**src/rtl/gfx_irq_pkg.sv**
```systemverilog
`timescale 1ns/1ps
package gfx_irq_pkg;
  localparam int N_EVT     = 5;
  localparam int BIT_FLUSH = 8;
  localparam int BIT_ERST  = 9;
  localparam int BIT_FIELD = 13;
  localparam int BIT_FIFO  = 14;
  localparam int MSK_LSB   = 8;

  typedef enum logic [1:0] {
    FIFO_MID   = 2'd0,
    FIFO_EMPTY = 2'd1,
    FIFO_AFULL = 2'd2,
    FIFO_RSVD  = 2'd3
  } fifo_lvl_e;
endpackage

```
**src/rtl/gfx_irq_flags.sv**
```systemverilog
`timescale 1ns/1ps
module gfx_irq_flags #(
  parameter int N = 5
) (
  input  logic         clk_i,
  input  logic         rst_ni,
  input  logic [N-1:0] set_i,
  input  logic [N-1:0] clr_i,
  input  logic         soft_rst_i,
  output logic [N-1:0] flags_o
);
  logic [N-1:0] flags_q, flags_d;

  // set dominates both the w1c clear and the soft reset
  always_comb begin
    if (soft_rst_i) flags_d = set_i;
    else            flags_d = (flags_q & ~clr_i) | set_i;
  end

  always_ff @(posedge clk_i or negedge rst_ni) begin
    if (!rst_ni) flags_q <= '0;
    else         flags_q <= flags_d;
  end

  assign flags_o = flags_q;

  AST_SET_WINS: assert property (@(posedge clk_i) disable iff (!rst_ni)
    (|set_i) |=> ((flags_q & $past(set_i)) == $past(set_i)));

  AST_W1C_CLEARS: assert property (@(posedge clk_i) disable iff (!rst_ni)
    (|(clr_i & ~set_i)) |=> ((flags_q & $past(clr_i & ~set_i)) == '0));
endmodule

```
**src/rtl/gfx_irq_mask.sv**
```systemverilog
`timescale 1ns/1ps
module gfx_irq_mask #(
  parameter int N = 5
) (
  input  logic         clk_i,
  input  logic         rst_ni,
  input  logic         wr_i,
  input  logic [N-1:0] wdata_i,
  output logic [N-1:0] mask_o
);
  logic [N-1:0] mask_q;

  always_ff @(posedge clk_i or negedge rst_ni) begin
    if (!rst_ni)   mask_q <= '1;
    else if (wr_i) mask_q <= wdata_i;
  end

  assign mask_o = mask_q;

  AST_MASK_HOLD: assert property (@(posedge clk_i) disable iff (!rst_ni)
    !wr_i |=> $stable(mask_q));
endmodule

```
**src/rtl/gfx_irq_gate.sv**
```systemverilog
`timescale 1ns/1ps
module gfx_irq_gate #(
  parameter int N = 5
) (
  input  logic         clk_i,
  input  logic         rst_ni,
  input  logic [N-1:0] flags_i,
  input  logic [N-1:0] mask_i,
  output logic         irq_o
);
  logic irq_q;

  always_ff @(posedge clk_i or negedge rst_ni) begin
    if (!rst_ni) irq_q <= 1'b0;
    else         irq_q <= |(flags_i & ~mask_i);
  end

  assign irq_o = irq_q;
endmodule

```
**src/rtl/gfx_irq_csr.sv**
```systemverilog
`timescale 1ns/1ps
module gfx_irq_csr
  import gfx_irq_pkg::*;
#(
  parameter int          ADDR_W   = 13,
  parameter int          DATA_W   = 64,
  parameter logic [12:0] STAT_OFS = 13'h1000,
  parameter logic [12:0] MASK_OFS = 13'h1010,
  parameter logic [7:0]  REV_VAL  = 8'h1D,
  parameter logic [7:0]  ID_VAL   = 8'h55
) (
  input  logic              clk_i,
  input  logic              rst_ni,
  input  logic [ADDR_W-1:0] addr_i,
  input  logic              wr_en_i,
  input  logic [DATA_W-1:0] wdata_i,
  output logic [DATA_W-1:0] rdata_o,
  input  logic [N_EVT-1:0]  evt_set_i,
  input  logic [1:0]        fifo_lvl_i,
  input  logic              field_odd_i,
  output logic              flush_stb_o,
  output logic              eng_rst_stb_o,
  output logic              irq_o
);
  localparam int HI_W = DATA_W - 32;

  logic sel_stat, sel_mask, wr_stat, wr_mask, soft_rst;
  logic [N_EVT-1:0] evt_flags, evt_mask, clr_vec;
  logic [1:0] fifo_q;
  logic       field_q, flush_q, erst_q;
  logic       wdata_unused;

  assign sel_stat = (addr_i == ADDR_W'(STAT_OFS));
  assign sel_mask = (addr_i == ADDR_W'(MASK_OFS));
  assign wr_stat  = wr_en_i & sel_stat;
  assign wr_mask  = wr_en_i & sel_mask;
  assign soft_rst = wr_stat & wdata_i[BIT_ERST];
  assign clr_vec  = wr_stat ? wdata_i[N_EVT-1:0] : '0;
  assign wdata_unused = ^{wdata_i[DATA_W-1:MSK_LSB+N_EVT], wdata_i[MSK_LSB-1:N_EVT]};

  gfx_irq_flags #(.N(N_EVT)) u_flags (
    .clk_i, .rst_ni, .set_i(evt_set_i), .clr_i(clr_vec),
    .soft_rst_i(soft_rst), .flags_o(evt_flags));

  gfx_irq_mask #(.N(N_EVT)) u_mask (
    .clk_i, .rst_ni, .wr_i(wr_mask),
    .wdata_i(wdata_i[MSK_LSB +: N_EVT]), .mask_o(evt_mask));

  gfx_irq_gate #(.N(N_EVT)) u_gate (
    .clk_i, .rst_ni, .flags_i(evt_flags), .mask_i(evt_mask), .irq_o);

  // sampled status inputs, returned to reset value by the reset command
  always_ff @(posedge clk_i or negedge rst_ni) begin
    if (!rst_ni) begin
      fifo_q  <= FIFO_EMPTY;
      field_q <= 1'b0;
    end else if (soft_rst) begin
      fifo_q  <= FIFO_EMPTY;
      field_q <= 1'b0;
    end else begin
      fifo_q  <= fifo_lvl_i;
      field_q <= field_odd_i;
    end
  end

  always_ff @(posedge clk_i or negedge rst_ni) begin
    if (!rst_ni) begin
      flush_q <= 1'b0;
      erst_q  <= 1'b0;
    end else begin
      flush_q <= wr_stat & wdata_i[BIT_FLUSH];
      erst_q  <= soft_rst;
    end
  end

  assign flush_stb_o   = flush_q;
  assign eng_rst_stb_o = erst_q;

  always_comb begin
    rdata_o = '0;
    if (sel_stat) begin
      rdata_o[N_EVT-1:0]         = evt_flags;
      rdata_o[BIT_FIELD]         = field_q;
      rdata_o[BIT_FIFO +: 2]     = fifo_q;
      rdata_o[23:16]             = REV_VAL;
      rdata_o[31:24]             = ID_VAL;
    end else if (sel_mask) begin
      rdata_o[MSK_LSB +: N_EVT]  = evt_mask;
      rdata_o[MSK_LSB+N_EVT +: 2] = 2'b11;
    end
  end

  AST_IRQ_NEEDS_FLAG: assert property (@(posedge clk_i) disable iff (!rst_ni)
    irq_o |-> $past(|evt_flags));

  AST_SOFT_RST_CLR: assert property (@(posedge clk_i) disable iff (!rst_ni)
    (soft_rst && !(|evt_set_i)) |=> (evt_flags == '0 && fifo_q == FIFO_EMPTY));

  AST_HI_ZERO: assert property (@(posedge clk_i) disable iff (!rst_ni)
    rdata_o[DATA_W-1 -: HI_W] == '0);
endmodule

```
**config.mk**
```make
export PLATFORM = sky130hd
export DESIGN_NAME = gfx_irq_csr
export DESIGN_NICKNAME = d
export VERILOG_FILES = /design/src/rtl/gfx_irq_pkg.sv /design/src/rtl/gfx_irq_flags.sv /design/src/rtl/gfx_irq_mask.sv /design/src/rtl/gfx_irq_gate.sv /design/src/rtl/gfx_irq_csr.sv
export SDC_FILE = /design/constraint.sdc
export NUM_CORES = 1
export LEC_CHECK = 0
export ABC_AREA = 1
export ABC_CLOCK_PERIOD_IN_PS = 3810
export CAP_MARGIN = 20
export CORE_UTILIZATION = 28
export DETAILED_ROUTE_END_ITERATION = 10
export PLACE_DENSITY = 0.85
export SLEW_MARGIN = 20
export SYNTH_ARGS = -nofsm -noshare
export SYNTH_HDL_FRONTEND = slang
export SYNTH_SLANG_ARGS = --single-unit
```
**constraint.sdc**
```tcl
create_clock -name clk_i -period 3.81 [get_ports clk_i]
set_input_delay 0.762 -clock clk_i [delete_from_list [all_inputs] [get_ports clk_i]]
set_output_delay 0.762 -clock clk_i [all_outputs]
set_load 0.05 [all_outputs]
```
==> flow_summary_export.csv, run 1 <==
group,metric,value,unit
critical_path,rrSetupSlack,2.71,ns
global_route,grt_pass1_vias,898,
place,placed_area,1620,sq um
timing,tightest_slew,0.717,ns
floorplanning,die_y,69.1,um
min_path,worstHoldPathCells,2,
global_route,gr-total-overflow,0,
yosys,seq_area_frac_synth,32.3,%
clocking,clock_sinks,16,
clocking,cts_buffers,3,
timing,setup_violations,0,
yosys,ys_types,20,
final_layout,fillers,444,
yosys,synth_area,1260,sq um
routing,vias_per_cell,3.80,
clocking,post_cts_buffers,0,
place,dpl_worst_slack,0.416,ns
clocking,clkTransAtPathRegs,0.06,ns
critical_path,start_kind,"input pin",
timing,hold_slack,0.474,ns
timing,post-route-period-util,88.9,%
critical_path,critPathMaxFanout,7,
critical_path,crit_required,3.05,ns
routing,drc,0,
outcome,status,"complete, no violations",
power_and_ir_drop,p_total,0.462,mW
critical_path,r2r_cells,5,
timing,rsz0062_at_grt,"no",
final_layout,diodes,0,
routing,drtPass1Iterations,4,
timing,final-max-slew-violation-count,0,
floorplanning,num_rows,24,
clocking,tritoncts,"done",
timing,fin_crit,3.39,ns
power_and_ir_drop,p_per_area,276,nW/um^2
routing,wl_per_cell,9.44,um
floorplanning,die_area,4780,sq um
global_route,antenna_found_initial,0,
floorplanning,core,4350,sq um
floorplanning,initial_core_util,29.0,%
yosys,synthCells,168,
final_layout,drive_gt1_share,19.2,%
critical_path,critical_path_class,"input pin to output port",
place,io_buffers,57,
global_route,grt_max_degree,17,
timing,slew_headroom,52.0,%
final_layout,area_growth,32.6,%
clocking,worstSkewPairLatency,0.24,ns
final_layout,layout.nets,308,
final_layout,postLayoutCellArea,1670,sq um
clocking,max-clock-path-buffers,2,
final_layout,utilization,38.4,%
clocking,holdBufCountCts,0,
clocking,cts-root-buf,"clkbuf_8",
yosys,synth.avg_cell_area,7.51,sq um
critical_path,end_kind,"output port",
routing,initialDrtViolationCount,40,
clocking,cts_resized,0,
yosys,yosys_register_bits,16,
global_route,grt_pass1_wl,3.96,mm
timing,timing.fmax,295,MHz
final_layout,final_cells,271,
clocking,cts_max_level,1,
power_and_ir_drop,vdd_drop_max,0.102,mV
timing,finalClockSkew,0.00197,ns
floorplanning,ios,155,
timing,layout_setup_ws,0.423,ns
timing,fin_setup_tns,0,ns
routing,ant_nets,0,
place,globalplace.congestion,0.770,
timing,hold_viol,0,
critical_path,crit_arrival,2.62,ns
routing,drt_wl_total,2.56,mm
run,max_cap_viol_count,0,
routing,via_count,1030,
yosys,synth_warnings,0,
place,placed_cells,267,
place,dp_hpwl,2.14,mm
floorplanning,die_x,69.1,um
global_route,grt.total_usage,10.6,%
min_path,min_path_type,"register to register",
power_and_ir_drop,leakage,0.920,nW
## where the power goes
part           switching (mW)  total, mW  leakage [nW]  internal [mW]
Sequential           0.000499      0.173         0.166          0.172
Combinational           0.109      0.143         0.725         0.0339
Clock                  0.0551      0.147        0.0288         0.0915
Total                   0.164      0.462         0.920          0.298
## routing by layer
| layer | vias to the layer above | GRT usage, % | wire length [um] |
|---|---|---|---|
| met5 | - | 0 | 0 |
| met4 | 0 | 5.44 | 33 |
| met3 | 2 | 3.36 | 235 |
| met2 | 54 | 19.5 | 1400 |
| met1 | 456 | 10.4 | 891 |
| li1 | 518 | - | - |
## worst max-delay path, cell delays in order
cell,delay (ns)
clkdlybuf4s50_1,0.40
nor2_1,0.12
nand2_2,0.10
nor2_4,0.22
nand2_4,0.12
nor2_1,0.10
clkdlybuf4s50_1,0.80
## synthesized netlist by cell type
cell type  count  share of area, %
buf_4         52                31
nand2_1       32               9.5
inv_1         22               6.5
nor2_1        16               4.8
nand4_1       11               5.5
dfrtp_1       10                20
dfstp_2        6                12
or2_2          5               2.5
nor2_4         3               2.7
a21oi_1        1              0.40
and3_1         1              0.50
clkbuf_1       1              0.30
conb_1         1              0.30
inv_2          1              0.30
nand2_2        1              0.50
nand2_4        1              0.89
nand3_1        1              0.40
nand3b_1       1              0.60
o21ai_0        1              0.40
o221ai_1       1              0.69
## registers in the layout, summed over array words and instances (netlist names)
name and count:
u_flags.flags_o 5, u_mask.mask_o 5, fifo_q 2, eng_rst_stb_o 1
field_q 1, flush_stb_o 1, u_gate.irq_o 1
## area by class of cell
| type | instances | area (sq um) | area share [%] |
|---|---|---|---|
| multi-input combinational | 118 | 531 | 31.7 |
| timing repair buffer | 58 | 528 | 31.6 |
| inverter | 23 | 86.3 | 5.16 |
| clock buffer | 4 | 55.1 | 3.29 |
| tap | 52 | 65.1 | 3.89 |
| sequential | 16 | 408 | 24.4 |
## final timing paths
path | endpoint | start
setup / recovery | rdata_o[0] | addr_i[1]
max in group asynchronous | fifo_q[1] | rst_ni
hold reg to reg | u_mask.mask_o[1] | u_mask.mask_o[1]
min in group asynchronous | u_flags.flags_o[3] | rst_ni
hold / removal | u_mask.mask_o[1] | u_mask.mask_o[1]
setup reg to reg | u_gate.irq_o | u_mask.mask_o[3]
## cells in the final DEF, fill, tap and decap left out
master           instances
clkdlybuf4s50_1         37
a21oi_1                  1
clkbuf_8                 4
nand3_1                  1
or2_2                    5
dfstp_2                  6
nand2_2                  1
inv_1                   22
o221ai_1                 1
nand2_4                  1
nand2_1                 32
nand3b_1                 1
o21ai_0                  1
nor2_1                  16
and3_1                   1
nor2_4                   3
dfrtp_1                 10
conb_1                  43
nand4_1                 11
inv_2                    1
buf_4                   21
## cell families (layout without fill, tap and decap cells)
group                  Yosys count  after routing  synth area share [%]
AOI/OAI and AO/OA                3              3                  1.49
buffers and inverters           76             85                  38.1
DFF                             16             16                  32.3
other                            1             43                 0.297
and+or+nand+nor                 72             72                  27.8
No activity file was read; power rests on OpenSTA's default activity.
==> run 2, diff against run 1 <==
CAP_MARGIN = unset   (was 20)
==> results of run 2 <==
The final DEF is identical to that of run 1; final timing and power are the same.
